File: config.mk
export PLATFORM = sky130hd
export DESIGN_NAME = sync_word_guard
export DESIGN_NICKNAME = d
export VERILOG_FILES = /design/src/rtl/sw_pkg.sv /design/src/rtl/sw_classify.sv /design/src/rtl/sw_capture.sv /design/src/rtl/sw_lowfix.sv /design/src/rtl/sync_word_guard.sv
export SDC_FILE = /design/constraint.sdc
export NUM_CORES = 1
export LEC_CHECK = 0
export BUFFER_PORTS_ARGS = -buffer_cell sky130_fd_sc_hd__buf_2
export CAP_MARGIN = 0
export CORE_AREA = 2 2 39 41
export DETAILED_ROUTE_END_ITERATION = 8
export DIE_AREA = 0 0 41 43
export GPL_TIMING_DRIVEN = 0
export PLACE_DENSITY_LB_ADDON = 0.15
export SYNTH_ARGS = -nofsm -noshare
export SYNTH_HDL_FRONTEND = slang
export SYNTH_HIERARCHICAL = 1
export SYNTH_SLANG_ARGS = --single-unit
File: constraint.sdc
create_clock -name clk -period 1.9 [get_ports clk]
set_input_delay 0.38 -clock clk [delete_from_list [all_inputs] [get_ports clk]]
set_output_delay 0.38 -clock clk [all_outputs]
set_load 0.05 [all_outputs]
File: src/rtl/sw_pkg.sv
package sw_pkg;
  typedef enum logic [1:0] {
    SW_PLAIN = 2'd0,
    SW_LOW   = 2'd1,
    SW_HIGH  = 2'd2
  } sw_class_e;
endpackage

File: src/rtl/sw_classify.sv
module sw_classify
  import sw_pkg::*;
#(
  parameter int WORD_W  = 10,
  parameter int GUARD_W = 2
) (
  input  logic [WORD_W-1:0] word,
  output sw_class_e         cls
);
  localparam int HEAD_W = WORD_W - GUARD_W;

  logic [HEAD_W-1:0] head;
  assign head = word[WORD_W-1:GUARD_W];

  // Sync words are recognised on the upper bits only; the guard bits are don't-care.
  always_comb begin
    if (head == '0)      cls = SW_LOW;
    else if (&head)      cls = SW_HIGH;
    else                 cls = SW_PLAIN;
  end
endmodule

File: src/rtl/sw_capture.sv
module sw_capture
  import sw_pkg::*;
#(
  parameter int WORD_W = 10
) (
  input  logic              clk,
  input  logic              rst,
  input  logic [WORD_W-1:0] word_d,
  input  logic              keep_raw_d,
  input  logic              asi_d,
  input  sw_class_e         cls_d,
  output logic [WORD_W-1:0] word_q,
  output logic              keep_raw_q,
  output logic              asi_q,
  output logic              seen_n_q
);
  always_ff @(posedge clk) begin
    if (rst) begin
      word_q     <= '0;
      keep_raw_q <= 1'b1;
      asi_q      <= 1'b1;
      seen_n_q   <= 1'b1;
    end else begin
      word_q     <= word_d;
      keep_raw_q <= keep_raw_d;
      asi_q      <= asi_d;
      seen_n_q   <= asi_d || (cls_d == SW_PLAIN);
    end
  end
endmodule

File: src/rtl/sw_lowfix.sv
module sw_lowfix
  import sw_pkg::*;
#(
  parameter int WORD_W  = 10,
  parameter int GUARD_W = 2
) (
  input  logic [WORD_W-1:0] word,
  input  sw_class_e         cls,
  input  logic              fix_en,
  output logic [WORD_W-1:0] fixed
);
  logic force_bits;
  assign force_bits = fix_en && (cls != SW_PLAIN);

  assign fixed[WORD_W-1:GUARD_W] = word[WORD_W-1:GUARD_W];

  for (genvar i = 0; i < GUARD_W; i++) begin : g_guard
    assign fixed[i] = force_bits ? (cls == SW_HIGH) : word[i];
  end
endmodule

File: src/rtl/sync_word_guard.sv
module sync_word_guard
  import sw_pkg::*;
#(
  parameter int WORD_W  = 10,
  parameter int GUARD_W = 2
) (
  input  logic              clk,
  input  logic              rst,
  input  logic [WORD_W-1:0] word_in,
  input  logic              keep_raw,
  input  logic              asi_mode,
  output logic              sync_seen_n,
  output logic [WORD_W-1:0] word_out
);
  sw_class_e         cls_in;
  sw_class_e         cls_held;
  logic [WORD_W-1:0] word_held;
  logic              keep_raw_held;
  logic              asi_held;

  sw_classify #(.WORD_W(WORD_W), .GUARD_W(GUARD_W)) u_cls_in (
    .word (word_in),
    .cls  (cls_in)
  );

  sw_capture #(.WORD_W(WORD_W)) u_cap (
    .clk        (clk),
    .rst        (rst),
    .word_d     (word_in),
    .keep_raw_d (keep_raw),
    .asi_d      (asi_mode),
    .cls_d      (cls_in),
    .word_q     (word_held),
    .keep_raw_q (keep_raw_held),
    .asi_q      (asi_held),
    .seen_n_q   (sync_seen_n)
  );

  sw_classify #(.WORD_W(WORD_W), .GUARD_W(GUARD_W)) u_cls_held (
    .word (word_held),
    .cls  (cls_held)
  );

  sw_lowfix #(.WORD_W(WORD_W), .GUARD_W(GUARD_W)) u_fix (
    .word   (word_held),
    .cls    (cls_held),
    .fix_en (!keep_raw_held && !asi_held),
    .fixed  (word_out)
  );
endmodule

==> impl_metrics.py <==
metrics = {
    "run_status": {
        "status": "completed",
    },
    "floorplanning": {
        "die_w_um": 41,
        "dieArea_sq_mm": 0.00176,
        "fp.dieH_um": 43,
        "core_area_sq_mm": 0.00138,
        "ios": 25,
        "std_cell_rows": 14,
        "start_util_pct": 36.3,
    },
    "setup_path": {
        "path_class": "flip-flop to output pin",
        "crit_fanout": 3,
        "cp_slowest_cell": "or4_4",
        "cp.arrival_ns": 1.50,
        "worstSetupEndpointType": "output pin",
        "cp_data_required_time_ns": 1.52,
        "crit_start": "u_cap/word_q[8]$_SDFF_PP0_",
        "critical_path.cell_chain": "or4_4 > nor2_4 > a21oi_2 > buf_6",
        "cp-start-kind": "flip-flop",
        "path_buf_inv": 1,
        "max_stage_delay_ns": 0.54,
        "crit_family": "simple AND/OR/NAND/NOR gates",
    },
    "cells_and_area": {
        "finalNetCount": 96,
        "area_delta_synth_final_pct": 42.5,
        "mostFrequentLayoutCell": "buf_2",
        "final_cell_mix": "23 x buf_2, 10 x dfxtp_1, 9 x buf_4, 9 x nor2b_1",
        "drive_gt1_share_pct": 56.8,
        "final_area_sq_um": 717,
        "antenna_cells": 0,
    },
    "synth": {
        "synth.area.top_cells": "dfxtp_1 52%, buf_4 12%, nor2b_1 11%",
        "postSynthAreaPerCell_sq_um": 9.67,
        "ys_seq_elements": 13,
        "ys_seq_area_share_pct": 51.7,
        "post-synth-top-area-fraction_pct": 51.7,
        "postSynthCellCount": 52,
        "synth_cell_types": 11,
        "yosys_warnings": 6,
        "synth_top_area_cell": "dfxtp_1",
        "synth.net_count": 66,
        "synth_area_sq_um": 503,
    },
    "timing": {
        "setup_violations": 0,
        "min_period_ns": 1.88,
        "fin_crit_sh_pct": 99.2,
        "setup_ws_ns": 0.0158,
        "setup_tns_ns": 0,
        "hold_violations": 0,
        "slew_headroom_pct": 77.3,
        "tightestPinTransition_ns": 0.339,
        "max_freq_mhz": 531,
        "drv_slew": 0,
        "rsz0062_at_grt": "true",
    },
    "pwr": {
        "peakVddDrop_uv": 340,
        "p_leak_nw": 0.338,
        "power_density_mw_per_mm2": 786,
    },
    "placement": {
        "place_hpwl_um": 681,
        "place_ws_ns": 0.244,
        "portBuffers": 24,
        "detailed_place.area_sq_um": 643,
        "gp_congestion": 0.640,
    },
    "drt": {
        "wl_per_cell_um": 8.97,
        "finalWirelength_um": 870,
        "drt_first_pass_iters": 2,
        "ant_nets": 0,
        "vias": 421,
        "drc": 0,
        "vias_per_cell": 4.34,
        "drt_iter0_markers": 1,
    },
    "global_routing": {
        "track_usage_pct": 12.1,
        "first_global_vias": 360,
        "busiest_layer": "met2",
        "antenna_found_initial": 0,
        "grt_pass1_wl_mm": 1.42,
        "met3_usage_pct": 3.14,
        "gr-usage-met2_pct": 17.5,
        "grt_max_degree": 11,
        "grt_use_met1_pct": 15.0,
        "grt_overflow_total": 0,
    },
    "clock_tree": {
        "cts_max_path_buffers": 2,
        "cts_tree": "done",
        "clk_pin_slew_ns": 0.08,
        "cts-root-buf": "clkbuf_4",
        "htreeDepth": 1,
        "cts_made_buffers": 3,
        "cts_sinks": 13,
        "postCtsHoldBufs": 0,
    },
    "flow_run": {
        "max-cap-violations": 0,
    },
    "worst_hold_path": {
        "hold_path_class": "input pin to flip-flop",
        "worst_hold_startpoint": "keep_raw",
    },
}
per-layer routing:
metal | up-vias | routed length [um]
li1 | 228 | -
met1 | 176 | 402
met2 | 15 | 399
met3 | 2 | 55
met4 | 0 | 12
met5 | - | 0
final cells by class:
cell class	instances	area (sq um)
plain buffers	9	65.1
clock buffers	3	22.5
clock inverters	1	5.00
repair buffers	25	140
multi-input cells	30	200
flip-flops and latches	13	264
fillers	143	667
well taps	16	20.0
power by group:
| part | leakage, nW | switching (mW) | total (mW) | internal (mW) |
|---|---|---|---|---|
| Combinational | 0.212 | 0.0655 | 0.112 | 0.0470 |
| Sequential | 0.109 | 0.00737 | 0.294 | 0.287 |
| Clock | 0.0177 | 0.0796 | 0.157 | 0.0777 |
| Total | 0.338 | 0.152 | 0.564 | 0.411 |
through the flow:
step | total power, mW | hold slack, ns | util [%] | cells
after floorplan | 0.370 | 0.477 | - | 52
after global placement | 0.399 | 0.557 | 46.5 | 92
after detailed placement | 0.400 | 0.560 | 46.5 | 92
after CTS | 0.562 | 0.287 | 49.6 | 97
after global routing | 0.598 | 0.287 | 51.8 | 97
final | 0.564 | 0.294 | 51.8 | 97
registers in the layout, indices dropped and copies added, names as in the netlist:
name and count:
u_cap/asi_q 1, u_cap/keep_raw_q 1, u_cap/seen_n_q 1, u_cap/word_q 10
cell usage after synthesis (all sizes together):
cell / number
and2b: 1
dfxtp: 13
nor2b: 9
nand4: 4
o21bai: 1
nor2: 5
or2: 2
buf: 9
a21oi: 4
or4: 4
what timing repair did:
item | in CTS | in global routing
setup endpoints to repair | 2 | 2
gates resized for setup | 4 | 9
buffers inserted | 1 | 0
gates cloned | 0 | 0
pin swaps | 2 | 2
kinds of logic after synthesis:
family	Yosys count	share of synthesized area, %
and+or+nand+nor	25	29.8
buffers and inverters	9	12.9
DFF	13	51.7
AOI/OAI and AO/OA	5	5.47
final timing paths:
kind / endpoint / slack, ns / cells past startpoint
setup / recovery: word_out[0] / 0.02 / 4
hold / removal: u_cap/keep_raw_q$_SDFF_PP1_ / 0.29 / 2
Note: power is estimated with default switching activity, not from simulation.
